===== config.mk =====
export PLATFORM = sky130hd
export DESIGN_NAME = pca_top
export DESIGN_NICKNAME = d
export VERILOG_FILES = /design/src/rtl/pca_pkg.sv /design/src/rtl/pca_sync.sv /design/src/rtl/pca_timebase.sv /design/src/rtl/pca_module.sv /design/src/rtl/pca_top.sv
export SDC_FILE = /design/constraint.sdc
export NUM_CORES = 1
export LEC_CHECK = 0
export ABC_CLOCK_PERIOD_IN_PS = 3900
export BUFFER_PORTS_ARGS = -buffer_cell sky130_fd_sc_hd__buf_2
export CORE_AREA = 2 2 132 134
export DETAILED_ROUTE_END_ITERATION = 7
export DIE_AREA = 0 0 134 136
export PLACE_DENSITY_LB_ADDON = 0.08
export SLEW_MARGIN = 20
export SYNTH_ARGS = -nofsm -noshare
export SYNTH_HDL_FRONTEND = slang
export SYNTH_HIERARCHICAL = 1
export SYNTH_SLANG_ARGS = --single-unit

===== constraint.sdc =====
create_clock -name clk -period 3.9 [get_ports clk]
set_clock_uncertainty 0.15 [all_clocks]
set_input_delay 0.195 -clock clk [delete_from_list [all_inputs] [get_ports clk]]
set_output_delay 0.195 -clock clk [all_outputs]
set_load 0.02 [all_outputs]

===== src/rtl/pca_pkg.sv =====
package pca_pkg;
  localparam int DATA_W       = 8;
  localparam int CNT_W        = 16;
  localparam int PRE_MAX      = 5;
  localparam int REG_MODE     = 0;
  localparam int REG_CTRL     = 1;
  localparam int REG_CNTL     = 2;
  localparam int REG_CNTH     = 3;
  localparam int REG_MOD_BASE = 4;
  localparam int MOD_STRIDE   = 4;
  localparam int CFG_W        = 7;

  typedef enum logic [1:0] {
    SRC_DIV6 = 2'd0,
    SRC_DIV2 = 2'd1,
    SRC_TMR  = 2'd2,
    SRC_EXT  = 2'd3
  } src_e;

  typedef struct packed {
    logic cap_fall;
    logic cap_rise;
    logic pwm;
    logic toggle;
    logic match_en;
    logic cmp_en;
    logic irq_en;
  } mod_cfg_t;

  function automatic logic [CNT_W-1:0] step_count(input logic [CNT_W-1:0] c);
    return c + CNT_W'(1);
  endfunction

  function automatic logic pwm_high(input logic [DATA_W-1:0] lo, input logic [DATA_W-1:0] duty);
    return lo >= duty;
  endfunction

  function automatic logic low_wraps(input logic [CNT_W-1:0] c);
    return c[DATA_W-1:0] == {DATA_W{1'b1}};
  endfunction

  function automatic int mod_addr(input int m, input int k);
    return REG_MOD_BASE + m * MOD_STRIDE + k;
  endfunction
endpackage


===== src/rtl/pca_sync.sv =====
module pca_sync #(
  parameter int STAGES = 2
) (
  input  logic clk,
  input  logic rst_n,
  input  logic d,
  output logic level,
  output logic prev
);
  logic [STAGES:0] sh;

  always_ff @(posedge clk) begin
    if (!rst_n) sh <= '0;
    else        sh <= {sh[STAGES-1:0], d};
  end

  assign level = sh[STAGES-1];
  assign prev  = sh[STAGES];
endmodule


===== src/rtl/pca_timebase.sv =====
module pca_timebase import pca_pkg::*; #(
  parameter int SYNC_STAGES = 2
) (
  input  logic             clk,
  input  logic             rst_n,
  input  logic [1:0]       src,
  input  logic             run,
  input  logic             idle,
  input  logic             idle_stop,
  input  logic             tmr_ovf,
  input  logic             eci,
  input  logic             wr_lo,
  input  logic             wr_hi,
  input  logic [DATA_W-1:0] wdata,
  output logic [CNT_W-1:0] count,
  output logic             inc_ev,
  output logic             wrap_ev,
  output logic             lo_wrap_ev
);
  localparam int PRE_W = $clog2(PRE_MAX + 1);

  logic [PRE_W-1:0] pre;
  logic             eci_lvl, eci_prev, eci_fall;
  logic             tick;

  pca_sync #(.STAGES(SYNC_STAGES)) u_eci_sync (
    .clk(clk), .rst_n(rst_n), .d(eci), .level(eci_lvl), .prev(eci_prev)
  );
  assign eci_fall = eci_prev & ~eci_lvl;

  always_ff @(posedge clk) begin
    if (!rst_n)                        pre <= '0;
    else if (pre == PRE_W'(PRE_MAX))   pre <= '0;
    else                               pre <= pre + PRE_W'(1);
  end

  always_comb begin
    case (src_e'(src))
      SRC_DIV6: tick = (pre == PRE_W'(PRE_MAX));
      SRC_DIV2: tick = pre[0];
      SRC_TMR:  tick = tmr_ovf;
      default:  tick = eci_fall;
    endcase
  end

  assign inc_ev     = tick & run & ~(idle & idle_stop) & ~(wr_lo | wr_hi);
  assign wrap_ev    = inc_ev & (&count);
  assign lo_wrap_ev = inc_ev & low_wraps(count);

  always_ff @(posedge clk) begin
    if (!rst_n) begin
      count <= '0;
    end else begin
      if (wr_lo) count[DATA_W-1:0]     <= wdata;
      if (wr_hi) count[CNT_W-1:DATA_W] <= wdata;
      if (inc_ev) count <= step_count(count);
    end
  end
endmodule


===== src/rtl/pca_module.sv =====
module pca_module import pca_pkg::*; #(
  parameter int SYNC_STAGES = 2
) (
  input  logic              clk,
  input  logic              rst_n,
  input  logic [CNT_W-1:0]  count,
  input  logic              inc_ev,
  input  logic              lo_wrap_ev,
  input  logic              cex_in,
  input  logic              wr_cfg,
  input  logic              wr_lo,
  input  logic              wr_hi,
  input  logic [DATA_W-1:0] wdata,
  output mod_cfg_t          cfg,
  output logic [CNT_W-1:0]  cap,
  output logic              cap_ev,
  output logic              match_ev,
  output logic              tog_ev,
  output logic              pwm_sel,
  output logic              set_ev,
  output logic              cex_out
);
  logic pin_lvl, pin_prev, pin_rise, pin_fall;
  logic tog_q;

  pca_sync #(.STAGES(SYNC_STAGES)) u_pin_sync (
    .clk(clk), .rst_n(rst_n), .d(cex_in), .level(pin_lvl), .prev(pin_prev)
  );
  assign pin_rise = pin_lvl & ~pin_prev;
  assign pin_fall = pin_prev & ~pin_lvl;

  assign cap_ev   = (pin_rise & cfg.cap_rise) | (pin_fall & cfg.cap_fall);
  assign match_ev = inc_ev & cfg.cmp_en & cfg.match_en & (step_count(count) == cap);
  assign tog_ev   = match_ev & cfg.toggle;
  assign pwm_sel  = cfg.cmp_en & cfg.pwm;
  assign set_ev   = cap_ev | match_ev;

  always_ff @(posedge clk) begin
    if (!rst_n)      cfg <= '0;
    else if (wr_cfg) cfg <= mod_cfg_t'(wdata[CFG_W-1:0]);
  end

  always_ff @(posedge clk) begin
    if (!rst_n) begin
      cap <= '0;
    end else if (cap_ev) begin
      cap <= count;
    end else begin
      if (pwm_sel && lo_wrap_ev) cap[DATA_W-1:0] <= cap[CNT_W-1:DATA_W];
      if (wr_lo) cap[DATA_W-1:0]     <= wdata;
      if (wr_hi) cap[CNT_W-1:DATA_W] <= wdata;
    end
  end

  always_ff @(posedge clk) begin
    if (!rst_n)      tog_q <= 1'b0;
    else if (tog_ev) tog_q <= ~tog_q;
  end

  assign cex_out = pwm_sel ? pwm_high(count[DATA_W-1:0], cap[DATA_W-1:0]) : tog_q;
endmodule


===== src/rtl/pca_top.sv =====
module pca_top import pca_pkg::*; #(
  parameter int NUM_MOD     = 2,
  parameter int ADDR_W      = 4,
  parameter int SYNC_STAGES = 2
) (
  input  logic               clk,
  input  logic               rst_n,
  input  logic               idle,
  input  logic               tmr_ovf,
  input  logic               eci,
  input  logic [NUM_MOD-1:0] cex_in,
  output logic [NUM_MOD-1:0] cex_out,
  input  logic               wr_en,
  input  logic [ADDR_W-1:0]  wr_addr,
  input  logic [DATA_W-1:0]  wr_data,
  input  logic [ADDR_W-1:0]  rd_addr,
  output logic [DATA_W-1:0]  rd_data,
  output logic               irq
);
  localparam int MODE_W = 4;

  logic [MODE_W-1:0]  mode_q;
  logic               run, ovf_flag;
  logic [NUM_MOD-1:0] mod_flag;
  logic [CNT_W-1:0]   count;
  logic               inc_ev, wrap_ev, lo_wrap_ev;
  logic               wr_mode, wr_ctrl, wr_cntl, wr_cnth, cnt_wr;
  logic               idle_stop, ovf_ie;
  logic [NUM_MOD-1:0] cap_ev, match_ev, tog_ev, pwm_sel, set_ev, mod_ie;
  mod_cfg_t           cfg_rd [NUM_MOD];
  logic [CNT_W-1:0]   cap_rd [NUM_MOD];

  function automatic logic wr_hit(input int idx);
    return wr_en && (wr_addr == ADDR_W'(idx));
  endfunction

  assign wr_mode   = wr_hit(REG_MODE);
  assign wr_ctrl   = wr_hit(REG_CTRL);
  assign wr_cntl   = wr_hit(REG_CNTL);
  assign wr_cnth   = wr_hit(REG_CNTH);
  assign cnt_wr    = wr_cntl | wr_cnth;
  assign ovf_ie    = mode_q[0];
  assign idle_stop = mode_q[3];

  always_ff @(posedge clk) begin
    if (!rst_n)       mode_q <= '0;
    else if (wr_mode) mode_q <= wr_data[MODE_W-1:0];
  end

  always_ff @(posedge clk) begin
    if (!rst_n) begin
      run      <= 1'b0;
      ovf_flag <= 1'b0;
      mod_flag <= '0;
    end else begin
      if (wr_ctrl) begin
        run      <= wr_data[0];
        ovf_flag <= wr_data[1];
        mod_flag <= wr_data[2 +: NUM_MOD];
      end
      if (wrap_ev) ovf_flag <= 1'b1;
      for (int m = 0; m < NUM_MOD; m++)
        if (set_ev[m]) mod_flag[m] <= 1'b1;
    end
  end

  pca_timebase #(.SYNC_STAGES(SYNC_STAGES)) u_tb (
    .clk(clk), .rst_n(rst_n), .src(mode_q[2:1]), .run(run), .idle(idle),
    .idle_stop(idle_stop), .tmr_ovf(tmr_ovf), .eci(eci), .wr_lo(wr_cntl),
    .wr_hi(wr_cnth), .wdata(wr_data), .count(count), .inc_ev(inc_ev),
    .wrap_ev(wrap_ev), .lo_wrap_ev(lo_wrap_ev)
  );

  for (genvar g = 0; g < NUM_MOD; g++) begin : g_mod
    pca_module #(.SYNC_STAGES(SYNC_STAGES)) u_mod (
      .clk(clk), .rst_n(rst_n), .count(count), .inc_ev(inc_ev),
      .lo_wrap_ev(lo_wrap_ev), .cex_in(cex_in[g]),
      .wr_cfg(wr_hit(mod_addr(g, 0))), .wr_lo(wr_hit(mod_addr(g, 1))),
      .wr_hi(wr_hit(mod_addr(g, 2))), .wdata(wr_data),
      .cfg(cfg_rd[g]), .cap(cap_rd[g]), .cap_ev(cap_ev[g]),
      .match_ev(match_ev[g]), .tog_ev(tog_ev[g]), .pwm_sel(pwm_sel[g]),
      .set_ev(set_ev[g]), .cex_out(cex_out[g])
    );
    assign mod_ie[g] = cfg_rd[g].irq_en;
  end

  assign irq = (ovf_flag & ovf_ie) | (|(mod_flag & mod_ie));

  always_comb begin
    rd_data = '0;
    if (rd_addr == ADDR_W'(REG_MODE)) rd_data = DATA_W'(mode_q);
    if (rd_addr == ADDR_W'(REG_CTRL)) rd_data = DATA_W'({mod_flag, ovf_flag, run});
    if (rd_addr == ADDR_W'(REG_CNTL)) rd_data = count[DATA_W-1:0];
    if (rd_addr == ADDR_W'(REG_CNTH)) rd_data = count[CNT_W-1:DATA_W];
    for (int m = 0; m < NUM_MOD; m++) begin
      if (rd_addr == ADDR_W'(mod_addr(m, 0))) rd_data = DATA_W'(cfg_rd[m]);
      if (rd_addr == ADDR_W'(mod_addr(m, 1))) rd_data = cap_rd[m][DATA_W-1:0];
      if (rd_addr == ADDR_W'(mod_addr(m, 2))) rd_data = cap_rd[m][CNT_W-1:DATA_W];
    end
  end
endmodule


==> flow_summary_export.csv, run 1 <==
group,metric,value,unit
timing,maxSlewViolCount,0,
floorplan,design.core.area,16880,µm²
cells_and_area,area_growth,10.93,%
cells_and_area,multiInputGateArea,4512,µm²
setup_path,worst_setup_path_end_kind,"primary output",
route,antenna_left,0,
pwr,p_int,1.592,mW
clock_tree,clock_path_buffers,2,
placement,gp_congestion,0.9716,
cells_and_area,fill_cells,1711,
route,drc,0,
worst_hold_path,hp-class,"in2reg",
grt,grt_antenna_before_repair,0,
placement,place_ws,0.6521,ns
timing,fmax,0.3061,GHz
clock_tree,postCtsHoldBufs,3,
clock_tree,cts_resized,0,
pwr,fin_total_pwr,2.222,mW
clock_tree,cts_sinks,84,
pwr,vdd_drop_max,0.2136,mV
cells_and_area,final_area,7342,µm²
timing,setup_viol,0,
grt,grt_start_max_net_pins,38,
setup_path,worstSetupPathType,"reg2out",
timing,worst_pin_slew,1.030,ns
grt,grt.overflow.total,0,
timing,rsz0062_at_grt,"false",
cells_and_area,drive_gt1_frac,0.1215,
pwr,p_sw,630.4,µW
cells_and_area,seq_area,1682,µm²
pwr,comb_power_share,0.136,
timing,finalSetupTns,0,ns
floorplan,die_y,136,µm
setup_path,critPathRequiredTime,3.56,ns
setup_path,cp-start-kind,"register",
placement,placed_cells,1070,
placement,place_area,6975,µm²
outcome,outcome,"complete, no violations",
cells_and_area,n_antenna_cell,0,
pwr,clockPowerShare,0.445,
placement,dp_hpwl,17.59,mm
pwr,p_per_area,302.7,nW/µm²
synth,avgSynthCellArea,7.898,µm²
cells_and_area,nNetsFinal,904,
grt,grt_pass1_wl,37.18,mm
placement,port_buffers,34,
route,drtPass1Iterations,5,
synth,synthCells,838,
cells_and_area,stdcell_count,1089,
timing,holdWs,0.07078,ns
clock_tree,h-tree-depth,3,
floorplan,pin_count,35,
timing,finalCritPeriodShare,0.8377,
timing,final_hold_viol_count,0,
floorplan,start_util,0.3922,
pwr,p_leak,2.589,nW
clock_tree,clk_pin_slew_worst_paths,0.07,ns
timing,maxSlewHeadroom,0.3108,
floorplan,die_w,134,µm
route,wl_per_cell,22.36,µm
route,vias,6595,
floorplan,die_area,18220,µm²
grt,grt_pass1_vias,6153,
route,drt_iter0_drc,651,
setup_path,crit_path_max_fanout,13,
run,maxCapViolCount,0,
pwr,power_frac_seq,0.419,
clock_tree,cts_tree,"yes",
grt,grt.total_usage,0.2703,
clock_tree,cts_made_buffers,9,
synth,syn_area,6619,µm²
clock_tree,clock_latency,0.35,ns
clock_tree,cts_root_buffer,"clkbuf_16",
timing,post-route-min-period,3.267,ns
synth,ys_warn_count,6,
floorplan,row_count,48,
synth,syn_nets,883,
cells_and_area,utilization,0.4351,
route,viasPerCell,6.056,
timing,fin_ws,0.6330,ns
pwr,swShare,0.2837,
route,routed_wl,24.35,mm
setup_path,crit_arrival,2.92,ns
clock_tree,post_cts_buffers,0,
## layout make-up
class                      count  share of cell area
multi-input combinational    660              0.6145
sequential                    84              0.2290
timing repair buffer          58             0.04874
tap                          225             0.03834
clock buffer                  11             0.03442
inverter                      46             0.02352
clock inverter                 5             0.01142
## per-layer routing
metal  share of wire  routed length (µm)  vias up  global-route usage
li1                -                   -     3116                   -
met1            0.45               10870     3164              0.3695
met2            0.47               11350      275              0.4393
met3           0.061                1476       40             0.02908
met4           0.027                 655        0              0.1022
met5               0                   0        -                   0
## registers in the layout, indices dropped and copies added, names as in the netlist, 2 cells and up
signal	flops
g_mod.u_mod/cap	32
g_mod.u_mod/cfg	14
g_mod.u_mod/tog_q	2
g_mod.u_mod/u_pin_sync/sh	6
mod_flag	2
mode_q	4
u_tb/count	16
u_tb/pre	3
u_tb/u_eci_sync/sh	3
## critical path, stage by stage, from the launching register on
cell	delay (ns)
dfxtp_1	0.69
inv_1	0.10
ha_1	0.36
nand2b_1	0.16
a21o_1	0.18
a21o_1	0.17
a21o_1	0.18
a21o_1	0.18
a21oi_1	0.16
o221ai_1	0.18
buf_2	0.21
## worst paths after layout
kind / slack [ns] / start / cells past startpoint / endpoint
worst max-delay path: 0.63 / u_tb/count[0]$_SDFFE_PN0P_ / 10 / cex_out[0]
worst min-delay path: 0.07 / rst_n / 2 / mod_flag[0]$_SDFFE_PN0P_
worst max register to register: 0.82 / u_tb/count[6]$_SDFFE_PN0P_ / 7 / g_mod[1].u_mod/tog_q$_SDFFE_PN0P_
worst min register to register: 0.28 / g_mod[1].u_mod/u_pin_sync/sh[0]$_SDFF_PN0_ / 1 / g_mod[1].u_mod/u_pin_sync/sh[1]$_SDFF_PN0_
## power groups by stage
stage / logic, mW / clock network (mW) / registers [mW]
5_1_grt: 0.328 / 1.05 / 0.934
3_3_place_gp: 0.289 / 0 / 0.949
2_1_floorplan: 0.202 / 0 / 0.929
4_1_cts: 0.298 / 1.01 / 0.930
3_5_place_dp: 0.294 / 0 / 0.950
6_report: 0.302 / 0.990 / 0.931
## cells in the final DEF (no fill, tap or decap), types with 21 or more instances in the layout
master,n
a211oi_1,22
a21oi_1,37
buf_2,34
buf_4,21
dfxtp_1,84
ha_1,21
inv_1,43
mux2i_1,55
nand2_1,69
nand3_1,25
nor2_1,95
o21ai_0,35
xnor2_1,29
(Power assumes the default switching activity.)
==> run 2, diff against run 1 <==
--- a/config.mk
+++ b/config.mk
@@ -5,7 +5,7 @@
 export SDC_FILE = /design/constraint.sdc
 export NUM_CORES = 1
 export LEC_CHECK = 0
-export ABC_CLOCK_PERIOD_IN_PS = 3900
+export ABC_CLOCK_PERIOD_IN_PS = 3400
 export BUFFER_PORTS_ARGS = -buffer_cell sky130_fd_sc_hd__buf_2
 export CORE_AREA = 2 2 132 134
 export DETAILED_ROUTE_END_ITERATION = 7
==> constraint.sdc (replaced) <==
create_clock -name clk -period 3.4 [get_ports clk]
set_clock_uncertainty 0.15 [all_clocks]
set_input_delay 0.17 -clock clk [delete_from_list [all_inputs] [get_ports clk]]
set_output_delay 0.17 -clock clk [all_outputs]
set_load 0.02 [all_outputs]
==> run 2 against run 1 <==
Net effect:
- clock power increased by 7%
- core utilization grew 0.42 points
- routed wire length shrank 0.41%
- combinational power is 23% higher
- final cell count grew 1.1%
- global-route usage decreased by 0.23 points
- largest cell class unchanged
==> flow_summary_export.csv, run 2 (synthesis gave the netlist of run 1 again) <==
group,metric,value,unit
outcome,outcome,"complete, no violations",
floorplan,pin_count,35,
clock_tree,clk_pin_slew_worst_paths,0.07,ns
grt,grt_antenna_before_repair,1,
route,antenna_left,0,
pwr,swShare,0.3014,
pwr,comb_power_share,0.150,
timing,post-route-min-period,3.047,ns
floorplan,design.core.area,16880,µm²
grt,grt.overflow.total,0,
route,drt_iter0_drc,716,
grt,grt_start_max_net_pins,38,
setup_path,crit_arrival,2.73,ns
timing,worst_pin_slew,1.007,ns
setup_path,reg2reg_slack,0.52,ns
placement,dp_hpwl,17.72,mm
floorplan,die_w,134,µm
setup_path,reg2regPathDepth,8,
timing,setup_viol,0,
route,routed_wl,24.25,mm
setup_path,r2r_end,"g_mod[1].u_mod/tog_q$_SDFFE_PN0P_",
timing,rsz0062_at_grt,"false",
clock_tree,clock_latency,0.36,ns
clock_tree,clock_path_buffers,2,
timing,fin_ws,0.3532,ns
pwr,p_leak,2.650,nW
cells_and_area,nNetsFinal,916,
pwr,clockPowerShare,0.427,
placement,gp_congestion,0.9779,
route,drc,0,
floorplan,start_util,0.3922,
timing,final_hold_viol_count,0,
placement,place_area,7076,µm²
pwr,p_sw,746.5,µW
worst_hold_path,hold_depth,4,
timing,maxSlewViolCount,0,
timing,finalSetupTns,0,ns
clock_tree,cts_resized,0,
floorplan,die_y,136,µm
pwr,vdd_drop_max,0.2355,mV
cells_and_area,final_cell_mix,"nor2_1, dfxtp_1, nand2_1, mux2i_1, inv_1",
cells_and_area,drive_gt1_frac,0.1324,
placement,port_buffers,34,
cells_and_area,stdcell_count,1101,
worst_hold_path,hold_end,"mode_q[3]$_SDFFE_PN0P_",
clock_tree,h-tree-depth,3,
cells_and_area,largest_reg_flops,32,
setup_path,worstSetupPathType,"reg2out",
pwr,fin_total_pwr,2.477,mW
clock_tree,cts_root_buffer,"clkbuf_16",
clock_tree,cts_made_buffers,9,
cells_and_area,final_area,7412,µm²
route,viasPerCell,6.094,
timing,fmax,0.3282,GHz
setup_path,critPathRequiredTime,3.08,ns
setup_path,cp-start-kind,"register",
cells_and_area,area_growth,11.98,%
clock_tree,postCtsHoldBufs,3,
cells_and_area,regMostFlops,"g_mod.u_mod/cap",
setup_path,worst_setup_path_end_kind,"primary output",
setup_path,r2r-start,"u_tb/count[1]$_SDFFE_PN0P_",
grt,grt_pass1_wl,36.62,mm
setup_path,crit_path_max_fanout,11,
grt,grt_pass1_vias,6204,
floorplan,die_area,18220,µm²
timing,maxSlewHeadroom,0.3265,
grt,grt.total_usage,0.2680,
placement,placed_cells,1082,
cells_and_area,n_antenna_cell,0,
placement,place_ws,0.3042,ns
route,wl_per_cell,22.03,µm
route,vias,6710,
pwr,p_int,1.730,mW
route,drtPass1Iterations,6,
worst_hold_path,hp-class,"in2reg",
floorplan,row_count,48,
timing,finalCritPeriodShare,0.8961,
pwr,power_frac_seq,0.423,
clock_tree,cts_sinks,84,
cells_and_area,final_common_cell,"nor2_1",
run,maxCapViolCount,0,
clock_tree,cts_tree,"yes",
worst_hold_path,min_from,"wr_addr[2]",
clock_tree,post_cts_buffers,0,
cells_and_area,top_regs,"g_mod.u_mod/cap: 32 flops, u_tb/count: 16 flops, g_mod.u_mod/cfg: 14 flops",
pwr,p_per_area,334.1,nW/µm²
[run 2: power by group through the flow]
stage / Combinational, mW / Sequential [mW] / Clock (mW)
final: 0.372 / 1.05 / 1.06
after global routing: 0.404 / 1.05 / 1.12
after CTS: 0.367 / 1.05 / 1.07
after detailed placement: 0.363 / 1.07 / 0
after global placement: 0.358 / 1.07 / 0
after floorplan: 0.231 / 1.07 / 0
[run 2: per-stage QoR]
step	hold slack, ns	utilization
2_1_floorplan	0.1375	-
3_5_place_dp	0.2297	0.4193
3_3_place_gp	0.2268	0.4193
5_1_grt	0.08750	0.4392
4_1_cts	0.04632	0.4392
6_report	0.05862	0.4392
[run 2: worst max-delay path by stage]
stage	endpoint	start	cells past startpoint	slack, ns
global route	cex_out[1]	u_tb/count[0]$_SDFFE_PN0P_	11	0.20
detailed placement	g_mod[1].u_mod/tog_q$_SDFFE_PN0P_	wr_en	13	0.30
global placement	g_mod[1].u_mod/tog_q$_SDFFE_PN0P_	wr_en	13	0.39
CTS	cex_out[1]	u_tb/count[0]$_SDFFE_PN0P_	11	0.33
floorplan	g_mod[1].u_mod/tog_q$_SDFFE_PN0P_	wr_en	13	0.61
finish	cex_out[1]	u_tb/count[0]$_SDFFE_PN0P_	11	0.35
[run 2: cell type report]
type                            instances  area, µm²
Clock buffer                            9      225.2
Clock inverter                          7      81.33
Fill cell                            1713       9464
Inverter                               46      172.7
Multi-Input combinational cell        660       4509
Sequential cell                        84       1682
Tap cell                              225      281.5
Timing Repair Buffer                   70      460.4
[run 2: critical path: stages (launching register included)]
cell	delay, ns
dfxtp_1	0.52
buf_12	0.18
inv_1	0.05
ha_1	0.30
nand2b_1	0.15
a21o_1	0.17
a21o_1	0.18
a21o_1	0.18
a21o_1	0.17
a21oi_1	0.16
o221ai_1	0.13
buf_2	0.18
[run 2: routing by layer]
metal  global-route usage  up-vias  wire, µm  part of all wire
li1                     -     3137         -                 -
met1               0.3618     3259     10720              0.44
met2               0.4376      278     11240              0.46
met3              0.04512       36      1697             0.070
met4              0.08333        0       596             0.025
met5                    0        -         0                 0
